File: src/rtl/tmr_xint_pkg.sv
package tmr_xint_pkg;

    localparam int unsigned REG_W = 8;

    typedef struct packed {
        logic [REG_W-1:0] en;
        logic [REG_W-1:0] val;
    } reg_wr_t;

    typedef enum logic {
        PIN_HIGH = 1'b0,
        PIN_LOW  = 1'b1
    } pin_state_e;

    function automatic int unsigned pos_tf(input int unsigned ch);
        return 5 + 2 * ch;
    endfunction

    function automatic int unsigned pos_tr(input int unsigned ch);
        return 4 + 2 * ch;
    endfunction

    function automatic int unsigned pos_ie(input int unsigned ch);
        return 1 + 2 * ch;
    endfunction

    function automatic int unsigned pos_it(input int unsigned ch);
        return 2 * ch;
    endfunction

endpackage

File: src/rtl/txi_bus_dec.sv
module txi_bus_dec
    import tmr_xint_pkg::*;
#(
    parameter int unsigned    ADDR_W   = 8,
    parameter logic [ADDR_W-1:0] SFR_ADDR = 8'h88
) (
    input  logic [ADDR_W-1:0] addr,
    input  logic              wr_byte,
    input  logic              wr_bit,
    input  logic [REG_W-1:0]  wdata,
    input  logic              bit_val,
    output reg_wr_t           wr
);

    localparam int unsigned IDX_W = $clog2(REG_W);

    logic byte_hit;
    logic bit_hit;
    logic [IDX_W-1:0] bit_idx;

    assign byte_hit = wr_byte && (addr == SFR_ADDR);
    assign bit_hit  = wr_bit && (addr[ADDR_W-1:IDX_W] == SFR_ADDR[ADDR_W-1:IDX_W]);
    assign bit_idx  = addr[IDX_W-1:0];

    for (genvar b = 0; b < REG_W; b++) begin : g_bit
        always_comb begin
            if (byte_hit) begin
                wr.en[b]  = 1'b1;
                wr.val[b] = wdata[b];
            end else if (bit_hit && (bit_idx == IDX_W'(b))) begin
                wr.en[b]  = 1'b1;
                wr.val[b] = bit_val;
            end else begin
                wr.en[b]  = 1'b0;
                wr.val[b] = 1'b0;
            end
        end
    end

endmodule

File: src/rtl/txi_sync.sv
module txi_sync #(
    parameter int unsigned STAGES    = 2,
    parameter logic        RESET_VAL = 1'b1
) (
    input  logic clk,
    input  logic rst_n,
    input  logic d_async,
    output logic q_sync
);

    logic [STAGES-1:0] chain_q;

    always_ff @(posedge clk or negedge rst_n) begin
        if (!rst_n) begin
            chain_q <= {STAGES{RESET_VAL}};
        end else begin
            chain_q <= {chain_q[STAGES-2:0], d_async};
        end
    end

    assign q_sync = chain_q[STAGES-1];

endmodule

File: src/rtl/txi_tmr_flag.sv
module txi_tmr_flag (
    input  logic clk,
    input  logic rst_n,
    input  logic ovf,
    input  logic ack,
    input  logic wr_en,
    input  logic wr_val,
    output logic flag
);

    logic flag_d;

    always_comb begin
        if (ovf) begin
            flag_d = 1'b1;
        end else if (ack) begin
            flag_d = 1'b0;
        end else if (wr_en) begin
            flag_d = wr_val;
        end else begin
            flag_d = flag;
        end
    end

    always_ff @(posedge clk or negedge rst_n) begin
        if (!rst_n) begin
            flag <= 1'b0;
        end else begin
            flag <= flag_d;
        end
    end

    AST_TF_SET: assert property (@(posedge clk) disable iff (!rst_n) ovf |=> flag);
    AST_TF_ACK: assert property (@(posedge clk) disable iff (!rst_n) (ack && !ovf) |=> !flag);
    AST_TF_SET_WINS: assert property (@(posedge clk) disable iff (!rst_n) (ovf && (ack || (wr_en && !wr_val))) |=> flag);

endmodule

File: src/rtl/txi_xint_chan.sv
module txi_xint_chan
    import tmr_xint_pkg::*;
#(
    parameter int unsigned SYNC_STAGES = 2,
    parameter logic        FLAG_RST    = 1'b1
) (
    input  logic clk,
    input  logic rst_n,
    input  logic pin_n,
    input  logic edge_mode,
    input  logic ack,
    input  logic wr_en,
    input  logic wr_val,
    output logic flag
);

    logic       pin_n_sync;
    logic       pin_active;
    logic       fall_evt;
    logic       flag_d;
    pin_state_e state_q;
    pin_state_e state_d;

    txi_sync #(
        .STAGES    (SYNC_STAGES),
        .RESET_VAL (1'b1)
    ) u_sync (
        .clk     (clk),
        .rst_n   (rst_n),
        .d_async (pin_n),
        .q_sync  (pin_n_sync)
    );

    assign pin_active = ~pin_n_sync;

    // Pin-tracking state machine: FALL and RISE transitions
    always_comb begin
        state_d  = state_q;
        fall_evt = 1'b0;
        unique case (state_q)
            PIN_HIGH: begin
                if (pin_active) begin
                    state_d  = PIN_LOW;
                    fall_evt = 1'b1;
                end
            end
            PIN_LOW: begin
                if (!pin_active) begin
                    state_d = PIN_HIGH;
                end
            end
            default: begin
                state_d = PIN_HIGH;
            end
        endcase
    end

    always_ff @(posedge clk or negedge rst_n) begin
        if (!rst_n) begin
            state_q <= PIN_HIGH;
        end else begin
            state_q <= state_d;
        end
    end

    // Flag update: level mode overrides; in edge mode set beats clear
    always_comb begin
        if (!edge_mode) begin
            flag_d = pin_active;
        end else if (fall_evt) begin
            flag_d = 1'b1;
        end else if (ack) begin
            flag_d = 1'b0;
        end else if (wr_en) begin
            flag_d = wr_val;
        end else begin
            flag_d = flag;
        end
    end

    always_ff @(posedge clk or negedge rst_n) begin
        if (!rst_n) begin
            flag <= FLAG_RST;
        end else begin
            flag <= flag_d;
        end
    end

    AST_STATE_TRACKS_PIN: assert property (@(posedge clk) disable iff (!rst_n) 1'b1 |=> ((state_q == PIN_LOW) == $past(pin_active)));
    AST_EDGE_SET: assert property (@(posedge clk) disable iff (!rst_n) (edge_mode && fall_evt) |=> flag);
    AST_NO_SET_ON_RISE: assert property (@(posedge clk) disable iff (!rst_n) (edge_mode && !flag && !fall_evt && !wr_en) |=> !flag);
    AST_EDGE_ACK: assert property (@(posedge clk) disable iff (!rst_n) (edge_mode && ack && !fall_evt) |=> !flag);
    AST_LVL_TRACK: assert property (@(posedge clk) disable iff (!rst_n) !edge_mode |=> (flag == $past(pin_active)));

endmodule

File: src/rtl/tmr_xint_ctl.sv
module tmr_xint_ctl
    import tmr_xint_pkg::*;
#(
    parameter logic [7:0]  SFR_ADDR    = 8'h88,
    parameter int unsigned N_CH        = 2,
    parameter int unsigned SYNC_STAGES = 2
) (
    input  logic            clk,
    input  logic            rst_n,
    input  logic [7:0]      sfr_addr,
    input  logic            sfr_wr_byte,
    input  logic            sfr_wr_bit,
    input  logic [7:0]      sfr_wdata,
    input  logic            sfr_bit_val,
    input  logic [N_CH-1:0] tmr_ovf,
    input  logic [N_CH-1:0] xint_n,
    input  logic [N_CH-1:0] tmr_ack,
    input  logic [N_CH-1:0] xint_ack,
    output logic [7:0]      sfr_rdata,
    output logic [N_CH-1:0] tmr_run,
    output logic [N_CH-1:0] tmr_irq,
    output logic [N_CH-1:0] xint_irq
);

    localparam logic [REG_W-1:0] CTL_MASK = 8'h55;

    reg_wr_t         wr;
    logic [N_CH-1:0] run_q;
    logic [N_CH-1:0] mode_q;
    logic [N_CH-1:0] tf_q;
    logic [N_CH-1:0] ie_q;

    txi_bus_dec #(
        .ADDR_W   (8),
        .SFR_ADDR (SFR_ADDR)
    ) u_dec (
        .addr    (sfr_addr),
        .wr_byte (sfr_wr_byte),
        .wr_bit  (sfr_wr_bit),
        .wdata   (sfr_wdata),
        .bit_val (sfr_bit_val),
        .wr      (wr)
    );

    for (genvar c = 0; c < N_CH; c++) begin : g_ch
        localparam int unsigned P_TF = pos_tf(c);
        localparam int unsigned P_TR = pos_tr(c);
        localparam int unsigned P_IE = pos_ie(c);
        localparam int unsigned P_IT = pos_it(c);

        always_ff @(posedge clk or negedge rst_n) begin
            if (!rst_n) begin
                run_q[c]  <= 1'b0;
                mode_q[c] <= 1'b0;
            end else begin
                if (wr.en[P_TR]) run_q[c]  <= wr.val[P_TR];
                if (wr.en[P_IT]) mode_q[c] <= wr.val[P_IT];
            end
        end

        txi_tmr_flag u_tf (
            .clk    (clk),
            .rst_n  (rst_n),
            .ovf    (tmr_ovf[c]),
            .ack    (tmr_ack[c]),
            .wr_en  (wr.en[P_TF]),
            .wr_val (wr.val[P_TF]),
            .flag   (tf_q[c])
        );

        txi_xint_chan #(
            .SYNC_STAGES (SYNC_STAGES),
            .FLAG_RST    (1'b1)
        ) u_xi (
            .clk       (clk),
            .rst_n     (rst_n),
            .pin_n     (xint_n[c]),
            .edge_mode (mode_q[c]),
            .ack       (xint_ack[c]),
            .wr_en     (wr.en[P_IE]),
            .wr_val    (wr.val[P_IE]),
            .flag      (ie_q[c])
        );

        assign sfr_rdata[P_TF] = tf_q[c];
        assign sfr_rdata[P_TR] = run_q[c];
        assign sfr_rdata[P_IE] = ie_q[c];
        assign sfr_rdata[P_IT] = mode_q[c];
    end

    assign tmr_run  = run_q;
    assign tmr_irq  = tf_q;
    assign xint_irq = ie_q;

    AST_FOREIGN_IGNORED: assert property (@(posedge clk) disable iff (!rst_n)
        ((sfr_wr_byte || sfr_wr_bit) && (sfr_addr[7:3] != SFR_ADDR[7:3])) |=> ((sfr_rdata & CTL_MASK) == $past(sfr_rdata & CTL_MASK)));
    AST_BIT_ISOLATED: assert property (@(posedge clk) disable iff (!rst_n)
        (sfr_wr_bit && !sfr_wr_byte && (sfr_addr[7:3] == SFR_ADDR[7:3]))
        |=> ((((sfr_rdata ^ $past(sfr_rdata)) & CTL_MASK) & ~(8'h01 << $past(sfr_addr[2:0]))) == 8'h00));
    AST_RUN_STABLE: assert property (@(posedge clk) disable iff (!rst_n) !(sfr_wr_byte || sfr_wr_bit) |=> $stable(tmr_run));

endmodule

File: config.mk
export PLATFORM = sky130hd
export DESIGN_NAME = tmr_xint_ctl
export DESIGN_NICKNAME = d
export VERILOG_FILES = /design/src/rtl/tmr_xint_pkg.sv /design/src/rtl/txi_bus_dec.sv /design/src/rtl/txi_sync.sv /design/src/rtl/txi_tmr_flag.sv /design/src/rtl/txi_xint_chan.sv /design/src/rtl/tmr_xint_ctl.sv
export SDC_FILE = /design/constraint.sdc
export NUM_CORES = 1
export LEC_CHECK = 0
export BUFFER_PORTS_ARGS = -buffer_cell sky130_fd_sc_hd__buf_2
export CORE_MARGIN = 2
export CORE_UTILIZATION = 45
export DETAILED_ROUTE_END_ITERATION = 8
export GPL_TIMING_DRIVEN = 0
export HOLD_SLACK_MARGIN = 0.12
export PLACE_DENSITY = 0.78
export SETUP_SLACK_MARGIN = 0.05
export SLEW_MARGIN = 20
export SYNTH_ARGS = -nofsm -noshare
export SYNTH_HDL_FRONTEND = slang
export SYNTH_HIERARCHICAL = 1
export SYNTH_SLANG_ARGS = --single-unit
File: constraint.sdc
create_clock -name clk -period 1.2 [get_ports clk]
set_clock_uncertainty 0.05 [all_clocks]
set_input_delay 0.18 -clock clk [delete_from_list [all_inputs] [get_ports clk]]
set_output_delay 0.18 -clock clk [all_outputs]
set_load 0.005 [all_outputs]
== Word-level counts from Yosys, hierarchy flattened ==
Index checks and enable logic that the tools add are counted.
W data, S select, Z words.

* Div/mod/pow operators: 0
* Reductions and logical operators: 13
* Equality and inequality tests: 11
* $add $sub $neg: 0
* Shifts and indexed selects: 0
* Bitwise logic cells: 2
* Mux-type cells: 50
* $mul: 0
* $lt $le $gt $ge: 0

{| class="wikitable"
|+ Operators by type and width
! kind !! number
|-
| $mux W1 || 50
|-
| $eq A3 B3 Y1 const B || 4
|-
| $logic_and A1 B1 Y1 || 10
|-
| $eq A8 B8 Y1 const B || 1
|-
| $ne A4 B2 Y1 const B || 2
|-
| $eq A3 B2 Y1 const B || 2
|-
| $reduce_bool A3 Y1 || 2
|-
| $eq A5 B5 Y1 const B || 1
|-
| $eq A3 B1 Y1 const B || 1
|-
| $logic_not A3 Y1 || 1
|-
| $not A1 Y1 || 2
|}

* Memory bits (writable): 0
* Memories: 0
* Input bits: 29
* Flip-flop bits (word level): 14
* Memory bits (read-only): 0
* Bits in latches: 0

== Logic depth before layout (Yosys ltp) ==
Gate-level depths: netlist of run 1.

* Depth after elaboration: 9
* Mapped depth: 7
* Mapped depth without buffers: 5

== Hierarchy ==
The synthesis of run 1 kept the hierarchy.

{| class="wikitable"
|+ By module, submodules not included
! module !! seq. area each (um2) !! area an instance (um2) !! times used !! cells each
|-
| txi_bus_dec || 0.0 || 332.8 || 1 || 50
|-
| tmr_xint_ctl || 100.1 || 205.2 || 1 || 14
|-
| txi_xint_chan || 51.3 || 83.8 || 2 || 7
|-
| txi_sync || 52.6 || 52.6 || 2 || 2
|-
| txi_tmr_flag || 25.0 || 42.5 || 2 || 3
|}

== Least setup slack after synthesis of run 1 ==
No wires, ideal clock.

* Path type: input to register
* From: input port sfr_addr[4]
* To: register g_ch[1].u_xi.flag
* Data required time: 1.072 ns
* Setup slack: -0.516 ns
* Stages on the path: 6
* Data arrival time: 1.588 ns
* Path buffers: 2
* Cells stage by stage: or4_4 > buf_6 > buf_8 > nor2_1 > mux2_1 > a31o_1

{| class="wikitable"
|+ RTL lines
! element !! RTL line !! RTL
|-
| start, declared || tmr_xint_ctl.sv:10 || <nowiki>input logic [7:0] sfr_addr,</nowiki>
|-
| end signal, assigned || txi_xint_chan.sv:85 || <nowiki>flag <= flag_d;</nowiki>
|-
| end, declared || txi_xint_chan.sv:14 || <nowiki>output logic flag</nowiki>
|}

==> results of run 1 <==
power by group through the flow:
stage	clock network [mW]	registers (mW)	logic (mW)
6_report	0.358	0.510	0.232
5_1_grt	0.381	0.513	0.253
4_1_cts	0.354	0.510	0.223
3_5_place_dp	0	0.517	0.172
3_3_place_gp	0	0.515	0.166
2_1_floorplan	0	0.516	0.0854
cell type report:
| class | count | area [µm²] |
|---|---|---|
| timing repair buffer | 56 | 380.4 |
| clock buffer | 4 | 36.28 |
| inverter | 5 | 18.77 |
| multi-input combinational | 57 | 508.0 |
| sequential | 14 | 357.8 |
| tap | 27 | 33.78 |
| buffer | 10 | 95.09 |
| fill | 149 | 491.7 |
state kept, by name, indices dropped and copies added (netlist names):
| name | cells |
|---|---|
| g_ch.u_tf/flag | 2 |
| g_ch.u_xi/flag | 2 |
| g_ch.u_xi/state_q | 2 |
| g_ch.u_xi/u_sync/chain_q | 4 |
| sfr_rdata | 4 |
synth_stat cells (2+ instances only):
master    count
nor2_1        9
nor4_2        2
mux2_1        2
inv_1         5
dfstp_2       6
dfrtp_1       8
nor2b_1       3
buf_4         6
a21oi_2       2
nand4b_1      2
mux2_4        4
nand2_1       3
a31o_1        2
mux2i_1       2
a22oi_1       6
o21bai_1      2
a32oi_1       2
buf_2         3
a21oi_1       6
layout by cell type, fill, tap and decap left out, types with 3 or more instances in the layout:
cell / synthesis / routed
inv_1: 5 / 5
buf_6: 1 / 13
dfstp_2: 6 / 6
a22oi_1: 6 / 6
buf_2: 3 / 36
dlygate4sd3_1: 0 / 7
clkbuf_4: 0 / 5
dfrtp_1: 8 / 8
nor2_1: 9 / 7
buf_4: 6 / 6
a21oi_1: 6 / 3
mux2_4: 4 / 5
a21oi_2: 2 / 3
stage by stage:
step                      hold slack (ps)  area [µm²]
after floorplan                    -165.6       907.1
after global placement              36.76        1146
after detailed placement            44.89        1146
after CTS                           154.5        1398
after global routing                164.8        1430
final                               148.2        1430
repair_timing:
| item | in CTS | in global routing |
|---|---|---|
| gates resized for setup | 19 | 8 |
| endpoints found under the setup margin | 16 | 14 |
| hold endpoints to repair | 18 | 0 |
| pin swaps | 3 | 2 |
| setup buffers | 8 | 0 |
| gates cloned | 0 | 0 |
| hold buffers | 7 | 0 |
worst max-delay path, stage by stage:
cell    delay [ps]
buf_6           90
or4_4          520
buf_6          150
buf_8          130
nor2_4          70
mux2_4         290
a31o_1         180
layer usage:
layer  share of wire  vias to the layer above  GRT usage
met5               0                        -          0
met4           0.017                        0     0.1190
met3           0.057                        4    0.03086
met2            0.51                       42     0.3470
met1            0.41                      429     0.2500
li1                -                      433          -
worst min path at each step:
stage                             end  slack (ps)  cells after the start
detailed placement       sfr_rdata[6]          40                      1
global route        g_ch[0].u_xi/flag         160                      3
finish              g_ch[1].u_xi/flag         150                      3
global placement         sfr_rdata[4]          40                      1
floorplan           g_ch[0].u_tf/flag        -170                      0
CTS                 g_ch[0].u_xi/flag         150                      3
cell families (layout without fill, tap and decap cells):
| logic type | count (synthesis) | after routing | share of synthesized area |
|---|---|---|---|
| buffers and inverters | 17 | 75 | 0.1215 |
| DFF | 14 | 14 | 0.3994 |
| AOI/OAI and AO/OA | 22 | 22 | 0.1718 |
| muxes | 8 | 8 | 0.1145 |
| and+or+nand+nor | 27 | 27 | 0.1927 |
==> flow_summary.yaml, run 1 <==
status:
  status: "complete, but fails checks"
  violations: "negative setup slack"
synth:
  synth_top_area_frac: 0.2235
  postSynthAreaPerCell_um2: 10.18
  synth_nets: 117
  ys_top_cells_by_area: "dfrtp_1 22%, dfstp_2 18%, mux2_4 6.7%"
  yosysUniqueCellTypes: 32
  synth_cells: 88
  synth_area_um2: 895.9
  yosys_warnings: 6
  ys_seq_elements: 14
  ys.flop_type: "dfrtp_1"
  yosysTopAreaCell: "dfrtp_1"
  ys_async_sr_fraction: 1.000
  synth_edf_count: 0
  seq_area_frac_synth: 0.3994
layout:
  syn_to_final_growth_pct: 59.64
  final_util: 0.7441
  finalNonFillerCells: 173
  antennaDiodeCount: 0
  drive_gt1_frac: 0.5959
  nets: 176
floorplanning:
  die_w_um: 48.62
  io-pin-count: 43
  die_h_um: 48.62
  core_area_um2: 1922
  initial_core_util: 0.4661
  fp.dieArea_um2: 2364
  row_count: 16
grt:
  overflow: 0
  grt_pass1_wl_mm: 3.774
  grtUsageTotal: 0.2061
  antenna_found_initial: 0
  grt_pass1_vias: 913
  grt_max_degree: 15
power_and_ir_drop:
  switchingPower_mw: 0.2889
  ir_drop_mv: 0.8391
  switching_share: 0.2625
  p_int_mw: 0.8116
  clkPwrFrac: 0.325
  pwr-share-comb: 0.211
  p_leak_nw: 0.6396
  p_seq_frac: 0.463
  finalPower_mw: 1.100
  power-per-cell-area_nw_per_um2: 769.5
sta:
  setup_violations: 11
  fin_crit_sh: 1.198
  hold_violations: 0
  rsz0062_at_grt: "yes"
  fin_ws_ps: -237.7
  max_slew_margin: 0.6460
  timing.fmax_mhz: 695.6
  worst_slew_pin_slew_ps: 528.8
  finalSetupTns_ps: -1432
  drv_slew: 0
  fin_crit_ps: 1438
clock_network:
  cts-root-buf: "clkbuf_4"
  clk_pin_slew_worst_paths_ps: 100
  cts-buffers-inserted: 3
  clock_sinks: 14
  h-tree-depth: 1
  cts_buffer_depth: 2
  clock_latency_ps: 290
  cts_tree: "yes"
hold_path:
  min_from: "xint_ack[1]"
  hp-class: "in2reg"
critical_path:
  r2r_end: "g_ch[0].u_xi/flag"
  worstReg2RegStart: "g_ch[0].u_xi/flag"
  path_max_fanout: 6
  critical_path.endpoint: "g_ch[1].u_xi/flag"
  start_kind: "input pin"
  critPathKind: "in2reg"
  required_ps: 1380
  cp.arrival_ps: 1620
  reg2reg_setup_slack_ps: 240
  startpoint: "sfr_addr[4]"
  crit_path_end_kind: "flip-flop"
  ff2ff_path_depth: 2
route:
  drt-initial-drc-count: 12
  first_pass_iters: 4
  wl_per_cell_um: 13.02
  ant_nets: 0
  vias: 908
  route.detailed.drc: 0
  vias_per_cell: 5.249
  postRouteWirelength_mm: 2.252
placement:
  place_ws_ps: -697.0
  gp_congestion: 0.7946
  numPortBuffers: 41
  post-place-cells: 156
  dp_hpwl_mm: 1.519
job:
  maxCapViolations: 0
(Power assumes the default switching activity.)
==> run 2, diff against run 1 <==
--- a/config.mk
+++ b/config.mk
@@ -6,7 +6,7 @@
 export NUM_CORES = 1
 export LEC_CHECK = 0
 export BUFFER_PORTS_ARGS = -buffer_cell sky130_fd_sc_hd__buf_2
-export CORE_MARGIN = 2
+export CORE_MARGIN = 5
 export CORE_UTILIZATION = 45
 export DETAILED_ROUTE_END_ITERATION = 8
 export GPL_TIMING_DRIVEN = 0
==> flow_summary.yaml, run 2 (same netlist as run 1, synthesis figures left out) <==
layout:
  final_area_um2: 1415
  final_util: 0.7363
  antennaDiodeCount: 0
  drive_gt1_frac: 0.5903
  final_common_cell: "buf_2"
  layout_common_cells: "34 x buf_2, 13 x buf_6, 8 x dfrtp_1"
  nets: 175
  finalNonFillerCells: 171
  syn_to_final_growth_pct: 57.96
sta:
  fin_crit_sh: 1.216
  drv_slew: 0
  hold_violations: 0
  rsz0062_at_grt: "yes"
  fin_crit_ps: 1459
  max_slew_margin: 0.6751
  setup_violations: 10
  fin_ws_ps: -259.4
  timing.fmax_mhz: 685.2
  worst_slew_pin_slew_ps: 485.3
critical_path:
  cp.arrival_ps: 1620
  critical-path-slowest-cell: "or4_4"
  start_kind: "input pin"
  r2r_end: "sfr_rdata[6]"
  crit_path_end_kind: "flip-flop"
  crit_chain: "buf_6, or4_4, buf_6, buf_8, nor2_4, mux2_4, a31o_1"
  required_ps: 1360
  path_max_fanout: 8
  critical_path.endpoint: "g_ch[1].u_xi/flag"
  critical_path_depth: 7
  crit_path_frequent_cell: "buf_6"
  slowest_delay_ps: 520
  crit_family: "simple AND/OR/NAND/NOR gates"
  startpoint: "sfr_addr[4]"
  critPathKind: "in2reg"
  worstReg2RegStart: "sfr_rdata[6]"
  crit_buf_inv: 3
  reg2reg_setup_slack_ps: 130
  ff2ff_path_depth: 3
clock_network:
  cts-root-buf: "clkbuf_4"
  clk_pin_slew_worst_paths_ps: 80
  cts_buffer_depth: 2
  clock_sinks: 14
  clock_latency_ps: 270
  cts-buffers-inserted: 3
  cts_tree: "yes"
  h-tree-depth: 1
placement:
  post-place-cells: 156
  place_ws_ps: -671.6
  numPortBuffers: 41
  postPlaceCellArea_um2: 1146
  dp_hpwl_mm: 1.621
  gp_congestion: 0.7792
grt:
  grt_max_degree: 15
  grtUsageTotal: 0.1663
  grt_pass1_vias: 803
  overflow: 0
  antenna_found_initial: 0
  grt_pass1_wl_mm: 3.477
route:
  vias: 883
  vias_per_cell: 5.164
  route.detailed.drc: 0
  postRouteWirelength_mm: 2.369
  wl_per_cell_um: 13.85
  first_pass_iters: 4
  drt-initial-drc-count: 19
  ant_nets: 0
power_and_ir_drop:
  power-per-cell-area_nw_per_um2: 706.0
  pwr-share-comb: 0.236
  p_int_mw: 0.7455
  switchingPower_mw: 0.2536
  switching_share: 0.2538
  ir_drop_mv: 0.6333
  p_seq_frac: 0.510
  p_leak_nw: 0.6371
  clkPwrFrac: 0.254
floorplanning:
  fp.dieArea_um2: 2983
  die_h_um: 54.62
  initial_core_util: 0.4661
  core_area_um2: 1922
  io-pin-count: 43
  die_w_um: 54.62
  row_count: 16
status:
  status: "complete, but fails checks"
  violations: "negative setup slack"
job:
  maxCapViolations: 0
hold_path:
  hp-class: "in2reg"
-- run 2: cell types whose count changed in the layout (fill, tap and decap cells not counted), sizes merged --
cell,before,now
clkbuf,7,5
-- run 2: power by group through the flow --
| stage | clock (mW) | combinational [mW] | sequential [mW] |
|---|---|---|---|
| detailed placement | 0 | 0.173 | 0.516 |
| global route | 0.301 | 0.256 | 0.513 |
| finish | 0.254 | 0.235 | 0.510 |
| CTS | 0.276 | 0.225 | 0.510 |
| global placement | 0 | 0.167 | 0.515 |
| floorplan | 0 | 0.0854 | 0.516 |
-- run 2: area by class of cell --
cell class                 instances  area, µm²
fill                             147      506.7
timing repair buffer              55      390.4
clock buffer                       3      22.52
inverter                           5      18.77
tap                               27      33.78
multi-input combinational         57      495.5
sequential                        14      357.8
buffer                            10      96.34
-- run 2: worst min-delay path: cells and delay by family --
| family | cells | cell delay (ps) |
|---|---|---|
| buf+inv | 2 | 100 |
| compound gates | 1 | 200 |
-- run 2: per-stage QoR --
stage / setup TNS [ps] / total power, mW / hold slack, ps
4_1_cts: -1303 / 1.010 / 139.3
3_3_place_gp: -3730 / 0.6823 / 36.51
6_report: -1478 / 0.9990 / 155.9
2_1_floorplan: -2520 / 0.6011 / -165.6
5_1_grt: -1716 / 1.070 / 149.1
3_5_place_dp: -3907 / 0.6889 / 38.96
-- run 2: what timing repair did --
item	CTS	global route
hold endpoints to repair	18	0
hold buffers	7	0
setup endpoints to repair	16	15
resized for setup	20	7
buffers inserted	6	1
pin swaps	4	1
-- run 2: layer usage --
metal  track usage  wire length [µm]
met3       0.06812               189
met5             0                 0
met4       0.03734                21
met2        0.2874              1247
met1        0.1892               911
-- run 2: worst min-delay path by stage --
stage,start,to,cells past startpoint
after CTS,xint_ack[0],g_ch[0].u_xi/flag,3
after global routing,xint_ack[0],g_ch[0].u_xi/flag,3
after global placement,rst_n,sfr_rdata[4],1
after floorplan,rst_n,g_ch[0].u_tf/flag,0
final,xint_ack[0],g_ch[0].u_xi/flag,3
after detailed placement,rst_n,sfr_rdata[6],1
